[src/rtl/dds_pkg.sv]
package dds_pkg;
  localparam int unsigned DDS_PH_W   = 16;
  localparam int unsigned DDS_ADDR_W = 8;
  localparam int unsigned DDS_SMP_W  = 12;

  typedef enum logic {
    TONE_SPACE = 1'b0,
    TONE_MARK  = 1'b1
  } tone_e;
endpackage

[src/rtl/dds_step_acc.sv]
module dds_step_acc #(
  parameter int unsigned PH_W = dds_pkg::DDS_PH_W
) (
  input  logic            clk,
  input  logic            rst_n,
  input  logic            wr_en,
  input  logic [PH_W-1:0] wr_data,
  input  logic            adv,
  output logic [PH_W-1:0] phase
);
  logic [PH_W-1:0] step_q, step_d;
  logic [PH_W-1:0] phase_q, phase_d;

  always_comb begin
    step_d  = wr_en ? wr_data : step_q;
    phase_d = adv ? (phase_q + step_q) : phase_q;  // wraps modulo 2^PH_W
  end

  always_ff @(posedge clk or negedge rst_n) begin
    if (!rst_n) begin
      step_q  <= '0;
      phase_q <= '0;
    end else begin
      if (wr_en) step_q  <= step_d;
      if (adv)   phase_q <= phase_d;
    end
  end

  assign phase = phase_q;
endmodule

[src/rtl/dds_sine_rom.sv]
module dds_sine_rom #(
  parameter int unsigned ADDR_W = dds_pkg::DDS_ADDR_W,
  parameter int unsigned SMP_W  = dds_pkg::DDS_SMP_W
) (
  input  logic [ADDR_W-1:0] addr,
  output logic [SMP_W-1:0]  sample
);
  localparam int unsigned IDX_W = ADDR_W - 2;
  localparam int unsigned QN    = 1 << IDX_W;
  localparam longint      AMP   = (longint'(1) << (SMP_W - 1)) - 1;
  localparam longint      SCL   = longint'(1) << 30;
  localparam longint      PI_SCL = 64'd3373259426;  // pi * 2^30

  // Quarter-wave entry k sits at angle (2k+1)*pi/(4*QN): the half-step
  // offset lets the mirrored quadrant use a plain bit inversion of k.
  function automatic logic [SMP_W-2:0] quarter_sine(input int k);
    longint x, term, acc;
    x    = (longint'(2 * k + 1) * PI_SCL) / longint'(4 * QN);
    term = x;
    acc  = x;
    for (int n = 1; n < 10; n++) begin
      term = (term * x) / SCL;
      term = (term * x) / SCL;
      term = -term / longint'((2 * n) * (2 * n + 1));
      acc  = acc + term;
    end
    return (SMP_W-1)'((acc * AMP + SCL / 2) / SCL);
  endfunction

  logic [SMP_W-2:0] rom [QN];

  for (genvar k = 0; k < QN; k++) begin : g_rom
    localparam logic [SMP_W-2:0] ENTRY = quarter_sine(k);
    assign rom[k] = ENTRY;
  end

  logic             neg_half;
  logic             mirror;
  logic [IDX_W-1:0] idx;
  logic [SMP_W-2:0] mag;

  always_comb begin
    neg_half = addr[ADDR_W-1];
    mirror   = addr[ADDR_W-2];
    idx      = mirror ? ~addr[IDX_W-1:0] : addr[IDX_W-1:0];
    mag      = rom[idx];
    sample   = neg_half ? (SMP_W)'(-$signed({1'b0, mag})) : {1'b0, mag};
  end
endmodule

[src/rtl/dds_dual_tone.sv]
module dds_dual_tone #(
  parameter int unsigned PH_W   = dds_pkg::DDS_PH_W,
  parameter int unsigned ADDR_W = dds_pkg::DDS_ADDR_W,
  parameter int unsigned SMP_W  = dds_pkg::DDS_SMP_W
) (
  input  logic             clk,
  input  logic             rst_n,
  input  logic             wr_en,
  input  logic             wr_sel,
  input  logic [PH_W-1:0]  wr_data,
  input  logic             rx_mode,
  input  logic             tx_bit,
  input  logic             smp_en,
  output logic [SMP_W-1:0] tx_sample,
  output logic [SMP_W-1:0] mark_i,
  output logic [SMP_W-1:0] mark_q,
  output logic [SMP_W-1:0] space_i,
  output logic [SMP_W-1:0] space_q,
  output logic             smp_valid
);
  import dds_pkg::*;

  localparam int unsigned N_TONE = 2;
  localparam int unsigned N_LUT  = 2 * N_TONE;  // sine and cosine per tone
  localparam int unsigned QTR    = 1 << (ADDR_W - 2);

  logic [PH_W-1:0]  phase [N_TONE];
  logic [SMP_W-1:0] lut_out [N_LUT];  // index = tone*2 + (1 for cosine)

  for (genvar t = 0; t < N_TONE; t++) begin : g_tone
    dds_step_acc #(.PH_W(PH_W)) u_acc (
      .clk     (clk),
      .rst_n   (rst_n),
      .wr_en   (wr_en && (wr_sel == 1'(t))),
      .wr_data (wr_data),
      .adv     (smp_en),
      .phase   (phase[t])
    );
  end

  for (genvar j = 0; j < N_LUT; j++) begin : g_lut
    localparam logic [ADDR_W-1:0] OFS = (j % 2 == 1) ? ADDR_W'(QTR) : '0;
    logic [ADDR_W-1:0] addr;
    assign addr = phase[j / 2][PH_W-1 -: ADDR_W] + OFS;
    dds_sine_rom #(.ADDR_W(ADDR_W), .SMP_W(SMP_W)) u_rom (
      .addr   (addr),
      .sample (lut_out[j])
    );
  end

  localparam int unsigned SP_I = 2 * TONE_SPACE;
  localparam int unsigned SP_Q = 2 * TONE_SPACE + 1;
  localparam int unsigned MK_I = 2 * TONE_MARK;
  localparam int unsigned MK_Q = 2 * TONE_MARK + 1;

  logic [SMP_W-1:0] tx_d, mi_d, mq_d, si_d, sq_d;
  logic [SMP_W-1:0] tx_q, mi_q, mq_q, si_q, sq_q;
  logic             vld_q;

  always_comb begin
    if (rx_mode) begin
      tx_d = '0;
      mi_d = lut_out[MK_I];
      mq_d = lut_out[MK_Q];
      si_d = lut_out[SP_I];
      sq_d = lut_out[SP_Q];
    end else begin
      tx_d = tx_bit ? lut_out[MK_I] : lut_out[SP_I];
      mi_d = '0;
      mq_d = '0;
      si_d = '0;
      sq_d = '0;
    end
  end

  always_ff @(posedge clk or negedge rst_n) begin
    if (!rst_n) begin
      tx_q  <= '0;
      mi_q  <= '0;
      mq_q  <= '0;
      si_q  <= '0;
      sq_q  <= '0;
      vld_q <= 1'b0;
    end else begin
      vld_q <= smp_en;
      if (smp_en) begin
        tx_q <= tx_d;
        mi_q <= mi_d;
        mq_q <= mq_d;
        si_q <= si_d;
        sq_q <= sq_d;
      end
    end
  end

  assign tx_sample = tx_q;
  assign mark_i    = mi_q;
  assign mark_q    = mq_q;
  assign space_i   = si_q;
  assign space_q   = sq_q;
  assign smp_valid = vld_q;
endmodule

[config.mk]
export PLATFORM = sky130hd
export DESIGN_NAME = dds_dual_tone
export DESIGN_NICKNAME = d
export VERILOG_FILES = /design/src/rtl/dds_pkg.sv /design/src/rtl/dds_step_acc.sv /design/src/rtl/dds_sine_rom.sv /design/src/rtl/dds_dual_tone.sv
export SDC_FILE = /design/constraint.sdc
export NUM_CORES = 1
export LEC_CHECK = 0
export BUFFER_PORTS_ARGS = -buffer_cell sky130_fd_sc_hd__clkbuf_2
export CORE_MARGIN = 2
export CORE_UTILIZATION = 25
export DETAILED_ROUTE_END_ITERATION = 7
export HOLD_SLACK_MARGIN = 0.05
export PLACE_DENSITY = 0.46
export SLEW_MARGIN = 20
export SYNTH_ARGS = -nofsm -noshare
export SYNTH_HDL_FRONTEND = slang
export SYNTH_SLANG_ARGS = --single-unit
[constraint.sdc]
create_clock -name clk -period 6.15 [get_ports clk]
set_clock_uncertainty 0.2 [all_clocks]
set_input_delay 0.3075 -clock clk [delete_from_list [all_inputs] [get_ports clk]]
set_output_delay 0.3075 -clock clk [all_outputs]
set_load 0.005 [all_outputs]
==> results_dict.tcl <==
set metrics [dict create \
    netlist_area_before_placement_um2 14500 \
    htree_levels 4 \
    report.final.slew_viol_count 0 \
    route.detailed.wl_per_inst_um 24.2 \
    clk_root_buffer_cell "sky130_fd_sc_hd__clkbuf_16" \
    yosysSeqAreaShare_pct 21.6 \
    worst_ep_arrival_time_ps 5060 \
    global_route.usage.total_pct 20.7 \
    timing.critical_path.to_type "register" \
    finish.instance_area_um2 16000 \
    drtPass1Iterations 6 \
    worst_skew_pair.late_latency_ps 450 \
    worstHoldPathCells 3 \
    synth_warnings 0 \
    place.gp.congestion 0.990 \
    floorplan.die_area_um2 60000 \
    worstPathBufferInverterCount 2 \
    cap_violations 0 \
    cpPeakStageDelay_ps 870 \
    place.detailed.hpwl_um 44600 \
    unrepaired_setup_endpoints_after_global_routing "false" \
    area_overhead_of_the_layout_relative_to_synthesis_pct 10.4 \
    clk_path_buf_depth 2 \
    finalSetupTns_ps 0 \
    worst-slew-pin-transition_ps 1080 \
    post-cts-setup-buffers 0 \
    setup.worst_path.start_class "register" \
    rr_worst_depth 12 \
    numCtsBuffers 17 \
    antenna-diode-count 0 \
    synth_edf_count 0 \
    floorplan.io_pins 84 \
    routed_wirelength_um 62200 \
    grt_pass1_wl_um 95500 \
    total_count_of_hold_check_failures_in_the_final_report 0 \
    design.core.area_um2 57600 \
    cts.sink_count 125 \
    routed_via_density 5.92 \
    pin_count_of_the_biggest_net_entering_global_routing 83 \
    ys_async_sr_fraction_pct 100 \
    share_of_cells_above_drive_strength_1_pct 14.3 \
    worst_path_max_delay_cell "sky130_fd_sc_hd__dfrtp_2" \
    drc 0 \
    nets 1876 \
    antenna_found_initial 0 \
    clkSlewWorstSetupHoldPaths_ps 70 \
    timing.critical_path.required_ps 6250 \
    fill_cells 6237 \
    drt.antenna.violating_nets 0 \
    critical_path_cell_count 12 \
    layout_worst_path_cycle_share_pct 80.6 \
    synth_area_per_cell_um2 7.96 \
    r2r_slack_ps 1190 \
    grt_remaining_overflow 0 \
    synth_cell_type_count 108 \
    placement_rows 88 \
    yosys_register_bits 125 \
    cp_cell_sequence "buf_4, xor2_1, nor2_1, a222oi_1, nor2_1, o21ai_1, inv_1, ha_1, o211ai_1, o21ai_0, xnor2_1, o221ai_1" \
    tritoncts "yes" \
    fin_crit_ps 4960 \
    rr_startpoint "g_tone[0].u_acc.phase[11]" \
    timing.critical_path.fanout_max 41 \
    end_point_of_the_most_critical_hold_path "mark_i[11]" \
    timing_worst_setup_path_type "register to register" \
    critical_path.reg2reg.endpoint "tx_sample[6]" \
    via_count 15221 \
    die_y_um 245 \
    critPathTopFamily "compound AO/OA/AOI/OAI gates" \
    first_global_vias 14638 \
    ctsResizeCount 0 \
    dr.first_iter.drc_count 1832 \
    die_w_um 245 \
    max_clock_freq_mhz 202 \
    post_synth_inst_count 1822 \
    min-delay-start "rx_mode" \
    slew-limit-headroom_pct 27.8 \
    port-buffer-count 83 \
    hold_class "input pin to register" \
    run_status "completed" \
    timing.final.setup_violations 0 \
    synthesis.nets 1905 \
    initial_core_util_pct 25.2 \
    path_common_cell "sky130_fd_sc_hd__nor2_1" \
    most_used_dff_post_synth "sky130_fd_sc_hd__dfrtp_1" \
    post_dp_cell_area_um2 15200 \
]
area by class of cell:
cell class | count | area [um^2] | area share, %
sequential | 125 | 3140 | 19.6
clock inverter | 15 | 200 | 1.25
timing repair buffer | 137 | 882 | 5.51
clock buffer | 17 | 425 | 2.66
tap | 765 | 957 | 5.98
inverter | 48 | 180 | 1.13
multi-input combinational | 1464 | 10200 | 63.9
worst min-delay path: stages:
cell and delay (ps):
sky130_fd_sc_hd__clkbuf_2 200, sky130_fd_sc_hd__nand3_1 110, sky130_fd_sc_hd__o21ai_0 70
repair_timing:
item,CTS,global route
setup endpoints to repair,0,0
hold endpoints to repair,94,0
hold buffers,17,0
synthesized netlist by cell type (13+ instances only):
cell | n | area [um^2]
sky130_fd_sc_hd__a211oi_1 | 29 | 218
sky130_fd_sc_hd__a21o_1 | 18 | 135
sky130_fd_sc_hd__a21oi_1 | 128 | 641
sky130_fd_sc_hd__a221o_1 | 16 | 160
sky130_fd_sc_hd__a221oi_1 | 16 | 140
sky130_fd_sc_hd__a22o_1 | 26 | 228
sky130_fd_sc_hd__a22oi_1 | 28 | 210
sky130_fd_sc_hd__a31oi_1 | 29 | 181
sky130_fd_sc_hd__and2_1 | 17 | 106
sky130_fd_sc_hd__and3_1 | 14 | 87.6
sky130_fd_sc_hd__buf_2 | 72 | 360
sky130_fd_sc_hd__buf_4 | 19 | 143
sky130_fd_sc_hd__buf_6 | 16 | 180
sky130_fd_sc_hd__clkbuf_1 | 71 | 267
sky130_fd_sc_hd__dfrtp_1 | 125 | 3130
sky130_fd_sc_hd__ha_1 | 58 | 726
sky130_fd_sc_hd__inv_1 | 44 | 165
sky130_fd_sc_hd__mux2_2 | 50 | 563
sky130_fd_sc_hd__mux2i_1 | 30 | 300
sky130_fd_sc_hd__nand2_1 | 109 | 409
sky130_fd_sc_hd__nand2b_1 | 46 | 288
sky130_fd_sc_hd__nand3_1 | 34 | 170
sky130_fd_sc_hd__nand3b_1 | 13 | 97.6
sky130_fd_sc_hd__nor2_1 | 122 | 458
sky130_fd_sc_hd__nor2b_1 | 47 | 294
sky130_fd_sc_hd__nor3_1 | 36 | 180
sky130_fd_sc_hd__o211ai_1 | 31 | 233
sky130_fd_sc_hd__o21ai_0 | 140 | 701
sky130_fd_sc_hd__o221ai_1 | 16 | 140
sky130_fd_sc_hd__o22ai_1 | 37 | 231
sky130_fd_sc_hd__o2bb2ai_1 | 29 | 254
sky130_fd_sc_hd__o31ai_1 | 15 | 113
sky130_fd_sc_hd__or3_1 | 15 | 93.8
sky130_fd_sc_hd__xnor2_1 | 56 | 490
sky130_fd_sc_hd__xor2_1 | 28 | 245
logic make-up after synthesis:
group | synth area share, %
AO/OA/AOI/OAI | 33.1
multiplexers | 6.70
XOR/XNOR | 5.30
AND/OR/NAND/NOR | 20.1
adder cells (fa/ha/maj) | 5.28
buffers and inverters | 7.97
flip-flops | 21.6
how the worst max path moves through the flow:
| stage | end | start | slack [ps] |
|---|---|---|---|
| 3_3_place_gp | tx_sample[6] | g_tone[0].u_acc.phase[11] | 1340 |
| 2_1_floorplan | space_q[9] | g_tone[0].u_acc.phase[14] | 2250 |
| 3_5_place_dp | tx_sample[6] | g_tone[0].u_acc.phase[11] | 1310 |
| 5_1_grt | tx_sample[6] | g_tone[0].u_acc.phase[11] | 830 |
| 4_1_cts | tx_sample[6] | g_tone[0].u_acc.phase[11] | 1270 |
| 6_report | tx_sample[6] | g_tone[0].u_acc.phase[11] | 1190 |
metrics by stage:
stage / setup WS, ps / hold WS (ps) / utilization, % / std cells
2_1_floorplan: 2250 / -188 / - / 1822
4_1_cts: 1270 / 71.9 / 27.8 / 2571
6_report: 1190 / 90.9 / 27.8 / 2571
5_1_grt: 834 / 126 / 27.8 / 2571
3_3_place_gp: 1340 / 156 / 26.4 / 2522
3_5_place_dp: 1310 / 163 / 26.4 / 2522
sequential cells by signal, indices dropped and copies added (netlist names):
signal               count
g_tone.u_acc.phase      32
g_tone.u_acc.step_q     32
mark_i                  12
mark_q                  12
smp_valid                1
space_i                 12
space_q                 12
tx_sample               12
layout by cell type (no fill, tap or decap), types with 46 or more instances in the layout:
master                     count
sky130_fd_sc_hd__nor2b_1      47
sky130_fd_sc_hd__xnor2_1      56
sky130_fd_sc_hd__a21oi_1     128
sky130_fd_sc_hd__ha_1         58
sky130_fd_sc_hd__nor2_1      122
sky130_fd_sc_hd__clkbuf_2     82
sky130_fd_sc_hd__dfrtp_1     115
sky130_fd_sc_hd__nand2b_1     46
sky130_fd_sc_hd__o21ai_0     140
sky130_fd_sc_hd__nand2_1     109
sky130_fd_sc_hd__mux2_2       50
layer usage:
| layer | global-route usage [%] | routed length [um] | up-vias | part of all wire (%) |
|---|---|---|---|---|
| li1 | - | - | 6843 | - |
| met1 | 27.5 | 26300 | 7464 | 42 |
| met2 | 32.6 | 28300 | 750 | 46 |
| met3 | 3.60 | 4890 | 164 | 7.9 |
| met4 | 9.31 | 2720 | 0 | 4.4 |
| met5 | 0 | 0 | - | 0 |
Power is left out: the tool's default activity adds up to more than one toggle a clock period on the data nets, which glitch-free logic cannot reach.
